===== config.mk =====
export PLATFORM = sky130hd
export DESIGN_NAME = swreg_serial_master
export DESIGN_NICKNAME = d
export VERILOG_FILES = /design/src/rtl/swreg_pkg.sv /design/src/rtl/swreg_tick_div.sv /design/src/rtl/swreg_frame_build.sv /design/src/rtl/swreg_seq.sv /design/src/rtl/swreg_serial_master.sv
export SDC_FILE = /design/constraint.sdc
export NUM_CORES = 1
export LEC_CHECK = 0
export BUFFER_PORTS_ARGS = -buffer_cell sky130_fd_sc_hd__buf_2
export CORE_ASPECT_RATIO = 0.5
export CORE_MARGIN = 4
export CORE_UTILIZATION = 55
export DETAILED_ROUTE_END_ITERATION = 12
export MAX_ROUTING_LAYER = met4
export PLACE_DENSITY = 0.8
export REMOVE_ABC_BUFFERS = 1
export SLEW_MARGIN = 20
export SYNTH_ARGS = -nofsm -noshare
export SYNTH_HDL_FRONTEND = slang
export SYNTH_SLANG_ARGS = --single-unit

===== constraint.sdc =====
create_clock -name clk -period 4.1 [get_ports clk]
set_input_delay 0 -clock clk [delete_from_list [all_inputs] [get_ports clk]]
set_output_delay 0 -clock clk [all_outputs]
set_load 0.02 [all_outputs]

===== src/rtl/swreg_pkg.sv =====
package swreg_pkg;
  localparam int REG_W     = 16;
  localparam int ADDR_W    = 8;
  localparam int RD_ADDR_W = 7;
  localparam int RD_PRE_W  = 32;
  localparam int RD_CMD_W  = RD_PRE_W + 7 + RD_ADDR_W;
  localparam int WR_CMD_W  = 3 + ADDR_W + REG_W;
  localparam int RD_WORD_W = 2 * REG_W;
  localparam int SHIFT_W   = RD_CMD_W;
  localparam int CNT_W     = $clog2(SHIFT_W + 1);
  localparam int EXTRA_CLKS = 2;

  typedef enum logic [2:0] {
    ST_IDLE, ST_CSH, ST_LOW, ST_SETUP, ST_HIGH, ST_TAIL, ST_XHIGH, ST_XLOW
  } seq_state_e;

  typedef enum logic [1:0] {
    SEG_CMD, SEG_TURN, SEG_RDAT, SEG_TRAIL
  } seg_e;
endpackage


===== src/rtl/swreg_tick_div.sv =====
module swreg_tick_div #(
  parameter int CLK_DIV = 50
) (
  input  logic clk,
  input  logic rst_n,
  input  logic run,
  output logic tick
);
  localparam int CW = (CLK_DIV > 1) ? $clog2(CLK_DIV) : 1;
  localparam logic [CW-1:0] LAST = CW'(CLK_DIV - 1);

  logic [CW-1:0] cnt;

  always_ff @(posedge clk or negedge rst_n) begin
    if (!rst_n) begin
      cnt  <= '0;
      tick <= 1'b0;
    end else if (!run) begin
      cnt  <= '0;
      tick <= 1'b0;
    end else if (cnt == LAST) begin
      cnt  <= '0;
      tick <= 1'b1;
    end else begin
      cnt  <= cnt + 1'b1;
      tick <= 1'b0;
    end
  end

  generate
    if (CLK_DIV > 1) begin : g_chk
      // ticks are spaced, so phase lengths scale with the divider
      p_tick_single_r7: assert property (@(posedge clk) disable iff (!rst_n)
        tick |=> !tick);
    end
  endgenerate
endmodule


===== src/rtl/swreg_frame_build.sv =====
module swreg_frame_build
  import swreg_pkg::*;
(
  input  logic              is_write,
  input  logic [ADDR_W-1:0] addr,
  input  logic [REG_W-1:0]  wdata,
  output logic [SHIFT_W-1:0] frame,
  output logic [CNT_W-1:0]   nbits
);
  localparam int PAD_W = SHIFT_W - WR_CMD_W;

  always_comb begin
    if (is_write) begin
      frame = {3'b101, addr, wdata, {PAD_W{1'b0}}};
      nbits = CNT_W'(WR_CMD_W);
    end else begin
      frame = {{RD_PRE_W{1'b1}}, 7'b0110000, addr[RD_ADDR_W-1:0]};
      nbits = CNT_W'(RD_CMD_W);
    end
  end
endmodule


===== src/rtl/swreg_seq.sv =====
module swreg_seq
  import swreg_pkg::*;
#(
  parameter int EDGE_TICKS  = 3,
  parameter int SETUP_TICKS = 1
) (
  input  logic               clk,
  input  logic               rst_n,
  input  logic               tick,
  input  logic               req_valid,
  input  logic               req_write,
  input  logic               req_lsb,
  input  logic [SHIFT_W-1:0] frame,
  input  logic [CNT_W-1:0]   nbits,
  output logic               req_ready,
  output logic               rsp_done,
  output logic [REG_W-1:0]   rsp_rdata,
  output logic               sw_cs,
  output logic               sw_sck,
  output logic               sw_dout,
  output logic               sw_doe,
  input  logic               sw_din
);
  localparam int WMAX = (EDGE_TICKS > SETUP_TICKS) ? EDGE_TICKS : SETUP_TICKS;
  localparam int WCW  = $clog2(WMAX + 2);
  localparam logic [WCW-1:0] W_EDGE  = WCW'(EDGE_TICKS);
  localparam logic [WCW-1:0] W_SETUP = WCW'(SETUP_TICKS);

  seq_state_e         state;
  seg_e               seg;
  logic               is_wr;
  logic               lsb;
  logic [SHIFT_W-1:0] shreg;
  logic [CNT_W-1:0]   bits_left;
  logic [1:0]         pulses;
  logic [WCW-1:0]     wcnt;
  logic [RD_WORD_W-1:0] rd_sh;
  logic               wdone;

  assign req_ready = (state == ST_IDLE);
  assign wdone     = tick && (wcnt <= WCW'(1));

  always_ff @(posedge clk or negedge rst_n) begin
    if (!rst_n) begin
      state     <= ST_IDLE;
      seg       <= SEG_CMD;
      is_wr     <= 1'b0;
      lsb       <= 1'b0;
      shreg     <= '0;
      bits_left <= '0;
      pulses    <= '0;
      wcnt      <= '0;
      rd_sh     <= '0;
      sw_cs     <= 1'b0;
      sw_sck    <= 1'b0;
      sw_dout   <= 1'b0;
      sw_doe    <= 1'b0;
      rsp_done  <= 1'b0;
      rsp_rdata <= '0;
    end else begin
      rsp_done <= 1'b0;
      if (state != ST_IDLE && tick && wcnt > WCW'(1)) wcnt <= wcnt - 1'b1;
      case (state)
        ST_IDLE: begin
          if (req_valid) begin
            shreg     <= frame;
            bits_left <= nbits;
            is_wr     <= req_write;
            lsb       <= req_lsb;
            sw_cs     <= req_write;
            seg       <= SEG_CMD;
            wcnt      <= W_EDGE;
            state     <= ST_CSH;
          end
        end
        ST_CSH: if (wdone) begin
          sw_sck <= 1'b0;
          wcnt   <= W_EDGE;
          state  <= ST_LOW;
        end
        ST_LOW: if (wdone) begin
          if (seg == SEG_CMD) begin
            sw_dout <= shreg[SHIFT_W-1];
            shreg   <= {shreg[SHIFT_W-2:0], 1'b0};
            sw_doe  <= 1'b1;
            wcnt    <= W_SETUP;
            state   <= ST_SETUP;
          end else begin
            rd_sh  <= {rd_sh[RD_WORD_W-2:0], sw_din};
            sw_sck <= 1'b1;
            wcnt   <= W_EDGE;
            state  <= ST_HIGH;
          end
        end
        ST_SETUP: if (wdone) begin
          sw_sck <= 1'b1;
          wcnt   <= W_EDGE;
          state  <= ST_HIGH;
        end
        ST_HIGH: if (wdone) begin
          sw_sck    <= 1'b0;
          wcnt      <= W_EDGE;
          bits_left <= bits_left - 1'b1;
          state     <= (bits_left > CNT_W'(1)) ? ST_LOW : ST_TAIL;
        end
        ST_TAIL: if (wdone) begin
          sw_doe <= 1'b0;
          pulses <= 2'(EXTRA_CLKS);
          sw_sck <= 1'b1;
          wcnt   <= W_EDGE;
          state  <= ST_XHIGH;
          if (seg == SEG_CMD && !is_wr) begin
            seg <= SEG_TURN;
          end else begin
            seg   <= SEG_TRAIL;
            sw_cs <= 1'b0;
          end
        end
        ST_XHIGH: if (wdone) begin
          sw_sck <= 1'b0;
          wcnt   <= W_EDGE;
          state  <= ST_XLOW;
        end
        ST_XLOW: if (wdone) begin
          if (pulses > 2'd1) begin
            pulses <= pulses - 1'b1;
            sw_sck <= 1'b1;
            wcnt   <= W_EDGE;
            state  <= ST_XHIGH;
          end else if (seg == SEG_TURN) begin
            seg       <= SEG_RDAT;
            bits_left <= CNT_W'(RD_WORD_W);
            wcnt      <= W_EDGE;
            state     <= ST_CSH;
          end else begin
            state    <= ST_IDLE;
            rsp_done <= 1'b1;
            sw_dout  <= 1'b0;
            if (!is_wr)
              rsp_rdata <= lsb ? rd_sh[RD_WORD_W-1:REG_W] : rd_sh[REG_W-1:0];
          end
        end
        default: state <= ST_IDLE;
      endcase
    end
  end

  // chip select never rises during a read
  p_read_cs_low_r1: assert property (@(posedge clk) disable iff (!rst_n)
    (!req_ready && !is_wr) |-> !sw_cs);
  // line driven only in the command segment
  p_doe_cmd_only_r9: assert property (@(posedge clk) disable iff (!rst_n)
    sw_doe |-> (seg == SEG_CMD && !req_ready));
  // clock parked low and line released while idle
  p_idle_quiet_r6: assert property (@(posedge clk) disable iff (!rst_n)
    req_ready |-> (!sw_sck && !sw_doe));
  // clock edges only follow a tick
  p_edge_on_tick_r7: assert property (@(posedge clk) disable iff (!rst_n)
    !$stable(sw_sck) |-> $past(tick));
  // data never moves with a rising clock
  p_dout_stable_rise_r7: assert property (@(posedge clk) disable iff (!rst_n)
    $rose(sw_sck) |-> $stable(sw_dout));
  // done is a single pulse and the block is idle with it
  p_done_pulse_r10: assert property (@(posedge clk) disable iff (!rst_n)
    rsp_done |=> !rsp_done);
  p_done_idle_r10: assert property (@(posedge clk) disable iff (!rst_n)
    rsp_done |-> req_ready);
  // read data moves only on completion
  p_rdata_hold_r10: assert property (@(posedge clk) disable iff (!rst_n)
    !$stable(rsp_rdata) |-> rsp_done);
endmodule


===== src/rtl/swreg_serial_master.sv =====
module swreg_serial_master
  import swreg_pkg::*;
#(
  parameter int CLK_DIV     = 50,
  parameter int EDGE_TICKS  = 3,
  parameter int SETUP_TICKS = 1
) (
  input  logic              clk,
  input  logic              rst_n,
  input  logic              req_valid,
  output logic              req_ready,
  input  logic              req_write,
  input  logic [ADDR_W-1:0] req_addr,
  input  logic [REG_W-1:0]  req_wdata,
  output logic              rsp_done,
  output logic [REG_W-1:0]  rsp_rdata,
  output logic              sw_cs,
  output logic              sw_sck,
  output logic              sw_dout,
  output logic              sw_doe,
  input  logic              sw_din
);
  logic               tick;
  logic [SHIFT_W-1:0] frame;
  logic [CNT_W-1:0]   nbits;

  swreg_tick_div #(.CLK_DIV(CLK_DIV)) u_div (
    .clk  (clk),
    .rst_n(rst_n),
    .run  (!req_ready),
    .tick (tick)
  );

  swreg_frame_build u_frame (
    .is_write(req_write),
    .addr    (req_addr),
    .wdata   (req_wdata),
    .frame   (frame),
    .nbits   (nbits)
  );

  swreg_seq #(.EDGE_TICKS(EDGE_TICKS), .SETUP_TICKS(SETUP_TICKS)) u_seq (
    .clk      (clk),
    .rst_n    (rst_n),
    .tick     (tick),
    .req_valid(req_valid),
    .req_write(req_write),
    .req_lsb  (req_addr[0]),
    .frame    (frame),
    .nbits    (nbits),
    .req_ready(req_ready),
    .rsp_done (rsp_done),
    .rsp_rdata(rsp_rdata),
    .sw_cs    (sw_cs),
    .sw_sck   (sw_sck),
    .sw_dout  (sw_dout),
    .sw_doe   (sw_doe),
    .sw_din   (sw_din)
  );

  // outputs quiet during reset recovery window
  p_reset_quiet_r11: assert property (@(posedge clk) disable iff (!rst_n)
    $rose(rst_n) |-> (!sw_cs && !sw_sck && !sw_doe));
endmodule


==> run metrics <==
Final Hold Vio Count=0; GRT Residual Overflow=0; worst-path maximum fanout=35; Syn Area/Cell=11.2 um^2; Layout area overhead=16.9%; Resized cells post-CTS=0; Post-Syn Instances=560; crit path to=u_seq.shreg[35]$_DFFE_PN0P_; ys async rst share=between 90% and 100%; clock-pin slew on the worst setup and hold paths=about 0.06 ns; Final setup violation count=0; fin crit share=between 60 and 70%; first-pass GRT wire length=between 20 and 25 mm; # nets final=650; clk_lat worst skew=0.41 ns; Synth Cell Area=between 0.006 and 0.007 mm^2; endpoint type of the worst setup path=flop; postcts setup bufs=0; Setup CP Type=flop to flop; CP startpoint kind=flop; largest net degree at the start of global routing=between 70 and 80; Vias=4353; CTS Buf Count=17; RSZ-0062 raised after global routing=false; DRT Pass-1 Iters=5; Clock Tree Buf Depth=2; CTS tree=built; WL/cell=16.4 um; Top FF cell, synth=dfrtp_1; # H-tree levels=4; Root Buffer=clkbuf_16; dominant cell type by area after synthesis=dfrtp_1; Max Slew Vio Count=0; EDFF count, synth=0; worst hold path class=primary input to flop; Cell Pwr Density=414 mW/mm^2; Ports=approximately 50; final core utilization=66.2%; top cells by area in the synthesized netlist=dfrtp_1, mux2_2, mux2i_1, nand2_1, o21ai_0; WHS=between 0.004 and 0.005 ns; R2R setup slack=about 1.2 ns; Critical R2R Launch=u_seq.state[0]$_DFFE_PN0P_; CTS sink count=124; PortBufs=50; Total GRT Usage=about 21%; R2R depth=5; worst slew pin tran=~0.79 ns; Die Span X=around 160 um; Worst VDD drop=between 0.2 and 0.25 mV; # hold bufs at CTS=12; Reg2Reg Capture Point=u_seq.shreg[35]$_DFFE_PN0P_; starting density of the core=roughly 57%; WL final=between 10 and 15 mm; CP Launch Point=u_seq.state[0]$_DFFE_PN0P_; initial antenna violation count=0; commonest cells in the synthesized netlist=dfrtp_1, mux2_2, nand2_1; core area=roughly 0.011 mm^2; drt drc=0; Vert. Die Dim=roughly 83 um; DP HPWL=7.89 mm; worst setup slack after placement=about 1.3 ns; critical path data arrival time=~3.1 ns; violation count after the first detailed-route iteration=just under 300; Achievable Freq=between 300 and 400 MHz; post-synthesis sequential area ratio=49.6%; layout cells sized above 1=31.2%; gpl congestion=~0.85; Final ANT Viol Nets=0; Yosys reg bits=about 120; leakage=0.00333 uW; vias per cell=roughly 5.6; min Tclk post-route=2.86 ns; share of the synthesized area in the top cell type=between 40% and 50%; clock skew=0.0111 ns; n_diodes=0; yosys warns=0; Yosys cell types=61; status=finished, final reports clean; site row count=27; die area=about 0.013 mm^2; CP Data Required Time=about 4.4 ns; number of global-route vias before repair=approximately 4500; Worst Setup Slack, final=roughly 1.2 ns; top-count cell post-synth=dfrtp_1; max cap viols=0; max_slew headroom=~47%
## logic make-up (layout without fill, tap and decap cells)
group	after synthesis	count (layout)	synth area share (%)
DFF	124	124	49.6
and+or+nand+nor	146	146	12.5
xor gates and xnor gates	4	4	0.560
buffers and inverters	68	134	5.50
adders and majority gates	7	7	1.40
muxes	111	111	20.2
AOI/OAI and AO/OA	100	100	10.2
## critical path, cell delays in order, from the launching register on
cell     delay (ns)
dfrtp_1        0.63
nor4b_2        0.60
a21oi_1        0.15
a21oi_4        0.40
buf_4          0.51
mux2_2         0.41
## worst min path at each step
| stage | start | endpoint | slack, ns | depth (start not counted) |
|---|---|---|---|---|
| CTS | req_wdata[10] | u_seq.shreg[29]$_DFFE_PN0P_ | 0.0005 | 4 |
| global route | req_wdata[9] | u_seq.shreg[28]$_DFFE_PN0P_ | 0.02 | 4 |
| floorplan | rst_n | u_div.cnt[0]$_DFF_PN0_ | -0.30 | 0 |
| finish | req_wdata[10] | u_seq.shreg[29]$_DFFE_PN0P_ | 0.005 | 4 |
| global placement | rst_n | u_seq.wcnt[2]$_DFF_PN0_ | 0.13 | 1 |
| detailed placement | rst_n | u_div.cnt[3]$_DFF_PN0_ | 0.14 | 1 |
## layer usage
metal	GRT usage (%)	vias up	wire, um
met5	-	-	0
met4	6.69	0	150
met3	5.45	20	622
met2	32.0	135	5950
met1	27.1	2122	5950
li1	-	2076	-
## flip-flops by register name, indices dropped and copies added, names as in the netlist
register         flops
u_seq.shreg         46
u_seq.rd_sh         32
u_seq.rsp_rdata     16
u_div.cnt            6
u_seq.bits_left      6
u_seq.state          3
u_seq.wcnt           3
u_seq.pulses         2
u_seq.seg            2
u_div.tick           1
u_seq.is_wr          1
u_seq.lsb            1
u_seq.rsp_done       1
u_seq.sw_cs          1
u_seq.sw_doe         1
u_seq.sw_dout        1
u_seq.sw_sck         1
## final cells by class
class | count | area (um^2)
Clock buffer | 18 | 439
Clock inverter | 13 | 215
Fill cell | 770 | 3730
Inverter | 34 | 128
Multi-Input combinational cell | 368 | 2820
Sequential cell | 124 | 3100
Tap cell | 145 | 181
Timing Repair Buffer | 69 | 425
## report_power, final
part	switching (uW)	leakage [uW]	total, uW	internal [uW]
Sequential	16.8	0.00153	1260	1250
Clock	558	0.000317	1650	1100
Combinational	56.1	0.00148	106	49.6
Total	631	0.00333	3020	2390
## placed cells by master (no fill, tap or decap), drive strengths merged, types with 3 or more instances in the layout
cell         netlist  layout
nand4              3       3
a31oi              5       5
o21ai             33      33
clkinv             0       6
a21oi             23      23
mux2i             21      21
dfrtp            124     124
bufinv             0       5
o211ai             7       7
nand3              7       7
mux2              90      90
nor3b              9       9
o22ai              3       3
nand2b             4       4
inv               34      35
clkbuf            11      18
buf               23      57
nor3               9       9
nor2b             26      26
or3                3       3
nor2              24      24
o311ai             5       5
ha                 7       7
nand2             49      49
dlygate4sd3        0      12
## through the flow
stage / area (um^2) / total power (uW) / cells / setup TNS [ns]
after detailed placement: 6540 / 1380 / 728 / 0
after CTS: 7310 / 3050 / 771 / 0
after floorplan: 6040 / 1330 / 526 / -67.07
after global placement: 6540 / 1380 / 728 / 0
final: 7310 / 3020 / 771 / 0
after global routing: 7310 / 3120 / 771 / 0
Note: power is estimated with default switching activity, not from simulation.
